### src/rtl/nvm_write_guard.sv
module nvm_write_guard #(
  parameter int ADDR_W       = 8,
  parameter int PWRUP_CYCLES = 9000000,
  parameter int WRITE_CYCLES = 16
) (
  input  logic              clk,
  input  logic              rst_n,
  input  logic              cp_strap,
  input  logic              bus_wr,
  input  logic              bus_ext,
  input  logic [1:0]        bus_sel,
  input  logic [7:0]        bus_wdata,
  output logic [7:0]        bus_rdata,
  output logic              arr_re,
  output logic [ADDR_W-1:0] arr_raddr,
  input  logic [7:0]        arr_rdata,
  output logic              arr_we,
  output logic [ADDR_W-1:0] arr_waddr,
  output logic [7:0]        arr_wdata
);
  localparam int PCW = $clog2(PWRUP_CYCLES + 1);
  localparam int WCW = $clog2(WRITE_CYCLES + 1);
  localparam logic [PCW-1:0] PLIM  = PCW'(PWRUP_CYCLES);
  localparam logic [WCW-1:0] WLAST = WCW'(WRITE_CYCLES - 1);
  localparam logic [7:0] KEY_A = 8'h55;
  localparam logic [7:0] KEY_B = 8'hAA;

  typedef enum logic [1:0] {K_IDLE, K_HALF, K_ARMED} key_e;

  key_e              key_q;
  logic              en_q, err_q, busy_q;
  logic [ADDR_W-1:0] addr_q;
  logic [7:0]        data_q;
  logic [PCW-1:0]    pcnt_q;
  logic [WCW-1:0]    wcnt_q;

  logic locked, acc, wr_addr, wr_data, wr_ctrl, wr_key;
  logic go_req, pwr_ok, ready, start, fail;

  assign locked  = bus_ext & cp_strap;
  assign acc     = bus_wr & ~locked;
  assign wr_addr = acc & (bus_sel == 2'd0);
  assign wr_data = acc & (bus_sel == 2'd1);
  assign wr_ctrl = acc & (bus_sel == 2'd2);
  assign wr_key  = acc & (bus_sel == 2'd3);
  assign go_req  = wr_ctrl & bus_wdata[1];
  assign pwr_ok  = (pcnt_q == PLIM);
  assign ready   = (key_q == K_ARMED) & en_q & bus_wdata[2] & pwr_ok;
  assign start   = go_req & ~busy_q & ready;
  assign fail    = go_req & ~busy_q & ~ready;

  assign arr_re    = wr_ctrl & bus_wdata[0] & ~busy_q;
  assign arr_raddr = addr_q;

  always_comb begin
    bus_rdata = 8'h00;
    if (!locked) begin
      case (bus_sel)
        2'd0:    bus_rdata = 8'(addr_q);
        2'd1:    bus_rdata = data_q;
        2'd2:    bus_rdata = {4'b0000, err_q, en_q, busy_q, 1'b0};
        default: bus_rdata = 8'h00;
      endcase
    end
  end

  always_ff @(posedge clk or negedge rst_n) begin
    if (!rst_n)       pcnt_q <= '0;
    else if (!pwr_ok) pcnt_q <= pcnt_q + 1'b1;
  end

  always_ff @(posedge clk or negedge rst_n) begin
    if (!rst_n) begin
      key_q <= K_IDLE;
    end else if (wr_key) begin
      if (bus_wdata == KEY_A && key_q != K_HALF)      key_q <= K_HALF;
      else if (bus_wdata == KEY_B && key_q == K_HALF) key_q <= K_ARMED;
      else                                            key_q <= K_IDLE;
    end else if (go_req || (acc && key_q == K_HALF)) begin
      key_q <= K_IDLE;
    end
  end

  always_ff @(posedge clk or negedge rst_n) begin
    if (!rst_n) begin
      en_q   <= 1'b0;
      err_q  <= 1'b0;
      addr_q <= '0;
      data_q <= '0;
    end else begin
      if (wr_addr) addr_q <= ADDR_W'(bus_wdata);
      if (wr_data)     data_q <= bus_wdata;
      else if (arr_re) data_q <= arr_rdata;
      if (wr_ctrl) en_q <= bus_wdata[2];
      if (fail)                        err_q <= 1'b1;
      else if (wr_ctrl && !bus_wdata[3]) err_q <= 1'b0;
    end
  end

  always_ff @(posedge clk or negedge rst_n) begin
    if (!rst_n) begin
      busy_q    <= 1'b0;
      wcnt_q    <= '0;
      arr_we    <= 1'b0;
      arr_waddr <= '0;
      arr_wdata <= '0;
    end else begin
      arr_we <= start;
      if (start) begin
        busy_q    <= 1'b1;
        wcnt_q    <= WLAST;
        arr_waddr <= addr_q;
        arr_wdata <= data_q;
      end else if (busy_q) begin
        if (wcnt_q == '0) busy_q <= 1'b0;
        else              wcnt_q <= wcnt_q - 1'b1;
      end
    end
  end

  p_we_single_r4: assert property (@(posedge clk) disable iff (!rst_n)
    arr_we |=> !arr_we);
  p_we_in_busy_r5: assert property (@(posedge clk) disable iff (!rst_n)
    arr_we |-> busy_q);
  p_no_early_write_r2: assert property (@(posedge clk) disable iff (!rst_n)
    arr_we |-> $past(pwr_ok));
  p_frozen_target_r8: assert property (@(posedge clk) disable iff (!rst_n)
    (busy_q && !arr_we) |-> ($stable(arr_waddr) && $stable(arr_wdata)));
  p_unlock_spent_r6: assert property (@(posedge clk) disable iff (!rst_n)
    go_req |=> (key_q == K_IDLE));
  p_err_on_refuse_r7: assert property (@(posedge clk) disable iff (!rst_n)
    fail |=> err_q);
  p_busy_go_ignored_r11: assert property (@(posedge clk) disable iff (!rst_n)
    (busy_q && go_req) |=> !arr_we);
  p_ext_refused_r10: assert property (@(posedge clk) disable iff (!rst_n)
    (bus_wr && locked) |=> ($stable(en_q) && $stable(addr_q) && $stable(data_q) && $stable(busy_q)));
endmodule

### config.mk
export PLATFORM = sky130hd
export DESIGN_NAME = nvm_write_guard
export DESIGN_NICKNAME = d
export VERILOG_FILES = /design/src/rtl/nvm_write_guard.sv
export SDC_FILE = /design/constraint.sdc
export NUM_CORES = 1
export LEC_CHECK = 0
export BUFFER_PORTS_ARGS = -buffer_cell sky130_fd_sc_hd__buf_2
export CAP_MARGIN = 10
export CORE_MARGIN = 2
export CORE_UTILIZATION = 58
export CTS_BUF_LIST = sky130_fd_sc_hd__clkbuf_8
export CTS_CLUSTER_SIZE = 16
export DETAILED_ROUTE_END_ITERATION = 10
export PLACE_DENSITY = 0.8
export REMOVE_ABC_BUFFERS = 1
export SLEW_MARGIN = 10
export SYNTH_ARGS = -nofsm -noshare
export SYNTH_HDL_FRONTEND = slang
export SYNTH_SLANG_ARGS = --single-unit
### constraint.sdc
create_clock -name clk -period 2.2 [get_ports clk]
set_input_delay 0.22 -clock clk [delete_from_list [all_inputs] [get_ports clk]]
set_output_delay 0.22 -clock clk [all_outputs]
set_load 0.02 [all_outputs]
==> summary.txt, run 1 <==
Route
  • WL final: between 6 and 7 mm
  • DRC violations left: 0
  • ANT nets after route: 0
  • DRT iter0 DRCs: approximately 180
  • Vias/cell: 5.57
  • First drt pass iteration count: 5
  • Via count: 2,324
  • DR WL/cell: roughly 16 um

STA
  • Slack of the critical path: approximately 140 ps
  • RSZ-0062 raised after global routing: false
  • # setup viols final: 0
  • Setup Skew: about 10 ps
  • Final min period: 2060 ps
  • Fin crit share: between 90% and 100%
  • Max Freq: ~480 MHz
  • Total negative slack: 0 ps
  • Slew margin rel.: between 40% and 50%
  • Max Transition Viols Final: 0
  • Worst slew pin tran: 828 ps
  • Hold Vio Cnt, Final: 0

Min path
  • Hold Path Class: in -> async

Critical path
  • Cell Chain, Critical Path: inv_1 > ha_1 > and4bb_2 > nand4_2 > nor4_4 > buf_12 > mux2_2
  • Worst R2R Setup Slack: about 140 ps
  • Reg2Reg Depth: 7
  • Worst Path Max Fanout: 21
  • Crit Path Category: reg -> reg
  • Required @ worst endpoint: approximately 2400 ps
  • Worst EP arrival: 2300 ps
  • Top delay family on crit path: simple AND/OR/NAND/NOR gates
  • Buf/Inv on CP: 2
  • Slowest Stage Delay on Critical Path: about 440 ps
  • CP max stage cell: dfrtp_1
  • Worst r2r src: pcnt_q[0]
  • Worst reg2reg endpoint: arr_wdata[0]
  • Nature of the critical path endpoint: register
  • Crit start category: register

Layout
  • Finished Layout Cells: ~420
  • Most frequent cells in the layout: dfrtp_1, buf_2, nand2_1
  • Share of cells above drive strength 1: around a third
  • Area Growth Syn to Fin: 17.7%
  • N_diodes: 0
  • Commonest non-fill, non-tap cell in the layout: dfrtp_1
  • Layout Nets: ~370

Pwr
  • P_sw: ~0.74 mW
  • P_int: a little under 2 mW
  • Peak VDD IR: roughly 0.00044 V
  • Clock power frac: 38.0%
  • Sw Share: 27.1%
  • Sequential share of power: roughly half
  • Power Density: 709 mW/mm^2
  • P_leak: between 1.5 and 2 nW
  • Combinational share of power: between 10% and 20%

Logic synthesis
  • Post-synth top flop: dfrtp_1
  • Gate Count Post-Synth: around 270
  • Post-synth ARST share: 100%
  • FF+latch count, synth: 67
  • Yosys warnings: 0
  • Cell variety after synth: 42
  • Post-synthesis cell area: approximately 0.0033 mm^2
  • Register area share after synthesis: 51.4%
  • EDFF count, synth: 0
  • Syn_area_per_cell: between 10 and 15 um^2

Clock tree
  • Clk pin slew, worst setup/hold paths: approximately 80 ps
  • Resize count post-CTS: 0
  • Clock Tree Root: clkbuf_8
  • # hold bufs at CTS: 0
  • Bufs on Longest Clock Path: 2
  • Worst skew pair latency: 350 ps
  • CTS HTree Levels: 3
  • CTS Sinks: between 60 and 70
  • CTS tree: done
  • CTS buffer count: 9

Floorplanning
  • Io pins: between 50 and 60
  • Floorplan row count: 27
  • Die height: ~79 um
  • Die ar.: a little over 0.006 mm^2
  • Die W: between 70 and 80 um
  • Initial Utilization: approximately three fifths
  • CORE AREA: 0.00547 mm^2

Global route
  • Initial antenna violation count: 0
  • Total GRT Usage: 23.7%
  • Total gr overflow: 0
  • Largest net degree at the start of global routing: between 60 and 70
  • Vias in the first global route: between 2,000 and 2,500
  • First-pass GRT wire length: about 11 mm

Place
  • Post-Place Cells: ~400
  • Final Wtd Congestion: 0.810
  • I/O Buffers: 56
  • Pre-CTS setup slack: around 84 ps
  • DP HPWL: about 4.5 mm

Run status
  • Status: complete, no violations

Job
  • Max-cap violations: 0
==> metal layers <==
metal  up-vias  GRT usage [%]  part of all wire [%]
li1       1110              -                     -
met1      1128           31.7                    44
met2        71           38.0                    49
met3        15           4.89                   4.9
met4         0           9.83                   2.1
met5         -              0                     0
==> cell type report <==
type	instances	area, um^2
multi-input combinational	194	1510
timing repair buffer	61	330
fill	428	1630
clock buffer	10	138
inverter	7	26.3
clock inverter	6	65.1
sequential	67	1680
tap	72	90.1
==> metrics by stage <==
step | util (%) | power [mW] | instance area (um^2) | hold slack, ps
final | 70.1 | 2.72 | 3840 | 37.5
after detailed placement | 66.4 | 1.71 | 3640 | 461
after global routing | 70.1 | 2.85 | 3840 | 129
after CTS | 70.1 | 2.74 | 3840 | 84.7
after global placement | 66.4 | 1.70 | 3640 | 445
after floorplan | - | 1.56 | 3220 | -75.6
==> sequential cells by signal (all words and copies together) (netlist names) <==
name / cells
pcnt_q: 24
arr_raddr: 8
en_q: 1
arr_we: 1
data_q: 8
key_q: 2
busy_q: 1
arr_wdata: 8
arr_waddr: 8
err_q: 1
wcnt_q: 5
==> power by group through the flow <==
stage	Sequential, mW	Clock [mW]	Combinational, mW
floorplan	1.41	0	0.146
global placement	1.39	0	0.316
detailed placement	1.39	0	0.323
CTS	1.36	1.05	0.327
global route	1.38	1.11	0.355
finish	1.36	1.03	0.324
==> kinds of logic after synthesis <==
group / count (synthesis) / synth area share, %
mux: 42 / 15.6
compound gates: 25 / 4.41
simple gates: 98 / 18.2
buf+inv: 13 / 2.19
flops: 67 / 51.4
xor+xnor: 26 / 6.98
fa+ha+maj: 3 / 1.15
==> cells in the mapped netlist (2+ instances only) <==
master / n / area (um^2)
clkbuf_1: 2 / 7.51
nand2b_1: 4 / 25.0
xnor2_1: 18 / 158
nand2_1: 19 / 71.3
and3_1: 3 / 18.8
nor3_1: 7 / 35.0
dfrtp_1: 67 / 1680
xor2_1: 8 / 70.1
nor3b_1: 2 / 15.0
nor4_1: 2 / 12.5
nand3_1: 16 / 80.1
o21ai_0: 14 / 70.1
ha_1: 3 / 37.5
nor2_1: 18 / 67.6
nand4b_1: 3 / 26.3
nor2b_1: 3 / 18.8
mux2i_1: 16 / 160
inv_1: 7 / 26.3
and4_1: 2 / 17.5
mux2_4: 15 / 225
mux2_2: 11 / 124
nand4_1: 5 / 31.3
nor4bb_1: 5 / 50.1
a21oi_1: 6 / 30.0
==> repair_timing <==
action | 4_1_cts | 5_1_grt
buffers inserted | 0 | 0
setup endpoints to repair | 0 | 14
hold endpoints to repair | 0 | 0
==> worst max-delay path by stage <==
stage / startpoint / to / slack [ps] / cells past startpoint
after floorplan: pcnt_q[0] / arr_wdata[0] / -370 / 6
after global placement: pcnt_q[0] / arr_wdata[0] / 170 / 7
after detailed placement: pcnt_q[0] / arr_wdata[0] / 80 / 7
after CTS: pcnt_q[0] / arr_wdata[0] / 70 / 7
after global routing: pcnt_q[0] / arr_wdata[0] / 4 / 7
final: pcnt_q[0] / arr_wdata[0] / 140 / 7
Power figures use the tool's default switching activity.
==> inputs of run 2 (changes only) <==
- CORE_UTILIZATION: 58 -> 52
- PLACE_DENSITY: 0.8 -> 0.76
- clock period: 2.2 -> 1.77 ns (I/O delays scaled with it)
==> summary.txt, run 2 (synthesized netlist as in run 1, its figures left out) <==
Layout
  • # fillers: 419 (was 428)
  • Finished Layout Cells: 471 (was 417)
  • Most frequent cells in the layout: dfrtp_1, buf_2, buf_4 (was dfrtp_1, buf_2, nand2_1)
  • Commonest non-fill, non-tap cell in the layout: dfrtp_1 (unchanged)
  • Area Growth Syn to Fin: 31.5% (was 17.7%)
  • Final instance area: 0.00429 mm^2 (was 0.00384 mm^2)
  • Max FFs per register: 24 (unchanged)
  • Share of cells above drive strength 1: 41.9% (was 32.2%)
  • N_diodes: 0 (unchanged)
  • Biggest register: pcnt_q (unchanged)
  • Layout Nets: 417 (was 366)

STA
  • Final min period: 1890 ps (was 2060 ps)
  • Max Freq: 530 MHz (was 485 MHz)
  • RSZ-0062 raised after global routing: true (was false)
  • # setup viols final: 16 (was 0)
  • Max Transition Viols Final: 0 (unchanged)
  • Fin crit share: 107% (was 93.8%)
  • Worst slew pin tran: 389 ps (was 828 ps)
  • Hold slack: 102 ps (was 37.5 ps)
  • Setup Skew: 12.4 ps (was 10.2 ps)
  • Slew margin rel.: 74.0% (was 44.8%)
  • Slack of the critical path: -118 ps (was 137 ps)
  • Hold Vio Cnt, Final: 0 (unchanged)

Pwr
  • P_leak: 2.18 nW (was 1.92 nW)
  • Total chip power: 3.28 mW (was 2.72 mW)
  • Peak VDD IR: 0.000547 V (was 0.000438 V)
  • Power Density: 764 mW/mm^2 (was 709 mW/mm^2)

Route
  • First drt pass iteration count: 4 (was 5)
  • ANT nets after route: 0 (unchanged)
  • WL met1: 3.23 mm (was 2.98 mm)
  • WL final: 7.43 mm (was 6.69 mm)
  • DR WL met2: 3.67 mm (was 3.25 mm)
  • DRT iter0 DRCs: 101 (was 179)
  • DR WL/cell: 15.8 um (was 16.1 um)
  • DRC violations left: 0 (unchanged)
  • Vias/cell: 5.39 (was 5.57)
  • Top routing layer used: met4 (unchanged)
  • Met3 routed WL: 425 um (was 326 um)
  • Via count: 2,540 (was 2,324)

Place
  • Post-Place Cells: 447 (was 401)
  • I/O Buffers: 56 (unchanged)
  • Pre-CTS setup slack: -228 ps (was 84.3 ps)
  • DP HPWL: 5.00 mm (was 4.51 mm)
  • Placed Instance Area: 0.00398 mm^2 (was 0.00364 mm^2)
  • Final Wtd Congestion: 0.797 (was 0.810)

Critical path
  • Nature of the critical path endpoint: register (unchanged)
  • Crit start category: register (unchanged)
  • Worst Path Max Fanout: 6 (was 21)
  • Crit Path Category: reg -> reg (unchanged)
  • Cell Chain, Critical Path: nor4bb_2 > nand2_1 > nor4_4 > buf_6 > buf_12 > mux2_4 (was inv_1 > ha_1 > and4bb_2 > nand4_2 > nor4_4 > buf_12 > mux2_2)
  • Top delay family on crit path: simple AND/OR/NAND/NOR gates (unchanged)
  • Worst EP arrival: 2130 ps (was 2300 ps)
  • Buf/Inv on CP: 2 (unchanged)
  • Worst R2R Setup Slack: -120 ps (was 140 ps)
  • CP max stage cell: dfrtp_1 (unchanged)
  • Required @ worst endpoint: 2010 ps (was 2440 ps)
  • Slowest Stage Delay on Critical Path: 400 ps (was 440 ps)

Clock tree
  • CTS Sinks: 67 (unchanged)
  • Bufs on Longest Clock Path: 2 (unchanged)
  • Clock Tree Root: clkbuf_8 (unchanged)
  • CTS tree: done (unchanged)
  • CTS HTree Levels: 3 (unchanged)
  • Clk pin slew, worst setup/hold paths: 80 ps (about the same)
  • CTS buffer count: 9 (unchanged)
  • Worst skew pair latency: 360 ps (was 350 ps)

Floorplanning
  • Floorplan row count: 28 (was 27)
  • Die height: 83.2 um (was 79.0 um)
  • Io pins: 57 (unchanged)
  • Die W: 83.2 um (was 79.0 um)
  • CORE AREA: 0.00599 mm^2 (was 0.00547 mm^2)
  • Die ar.: 0.00692 mm^2 (was 0.00624 mm^2)
  • Initial Utilization: 54.4% (was 59.6%)

Min path
  • Hold Path Class: in -> reg (was in -> async)

Global route
  • Initial antenna violation count: 0 (unchanged)
  • Largest net degree at the start of global routing: 68 (unchanged)
  • First-pass GRT wire length: 12.3 mm (was 11.4 mm)
  • Vias in the first global route: 2,512 (was 2,332)
  • Total gr overflow: 0 (unchanged)
  • Total GRT Usage: 22.5% (was 23.7%)

Run status
  • Status: finished, violations left (was complete, no violations)
  • Failing checks: setup timing

Job
  • Max-cap violations: 0 (unchanged)
-- run 2: timing repair --
item,4_1_cts,5_1_grt
hold endpoints to repair,67,0
pin swaps,3,3
gates cloned,2,0
hold buffers,1,0
resized for setup,9,3
endpoints found under the setup margin,17,23
setup buffers,5,1
-- run 2: area by class of cell --
type                            count  area (um^2)  area share (%)
Clock buffer                       10          138            3.21
Clock inverter                      6         41.3           0.963
Multi-Input combinational cell    194         1560            36.4
Inverter                            7         26.3           0.613
Sequential cell                    67         1680            39.1
Tap cell                           75         93.8            2.19
Timing Repair Buffer              112          752            17.5
-- run 2: metal layers --
layer,vias to the layer above,global-route usage (%)
met5,-,0
met4,0,9.54
met3,9,4.08
met2,82,37.2
met1,1234,29.2
li1,1215,-
-- run 2: path summary, 6_finish.rpt --
path | from | to | depth (start not counted)
max in group asynchronous | rst_n | pcnt_q[14] | 3
worst max register to register | pcnt_q[7] | arr_wdata[0] | 6
worst min register to register | arr_waddr[4] | arr_waddr[4] | 1
worst min-delay path | bus_wdata[5] | arr_raddr[5] | 2
worst max-delay path | pcnt_q[7] | arr_wdata[0] | 6
min in group asynchronous | rst_n | arr_waddr[0] | 3
-- run 2: per-stage QoR --
stage	utilization, %	setup TNS, ps
floorplan	-	-14440
global placement	66.4	-1960
detailed placement	66.4	-2900
CTS	71.7	-2020
global route	71.6	-3040
finish	71.6	-1580
-- run 2: power breakdown --
group / leakage (nW) / switching, mW / total [mW] / internal (mW)
clock: 0.0843 / 0.618 / 1.16 / 0.542
combinational: 1.21 / 0.243 / 0.416 / 0.173
sequential: 0.889 / 0.0831 / 1.70 / 1.62
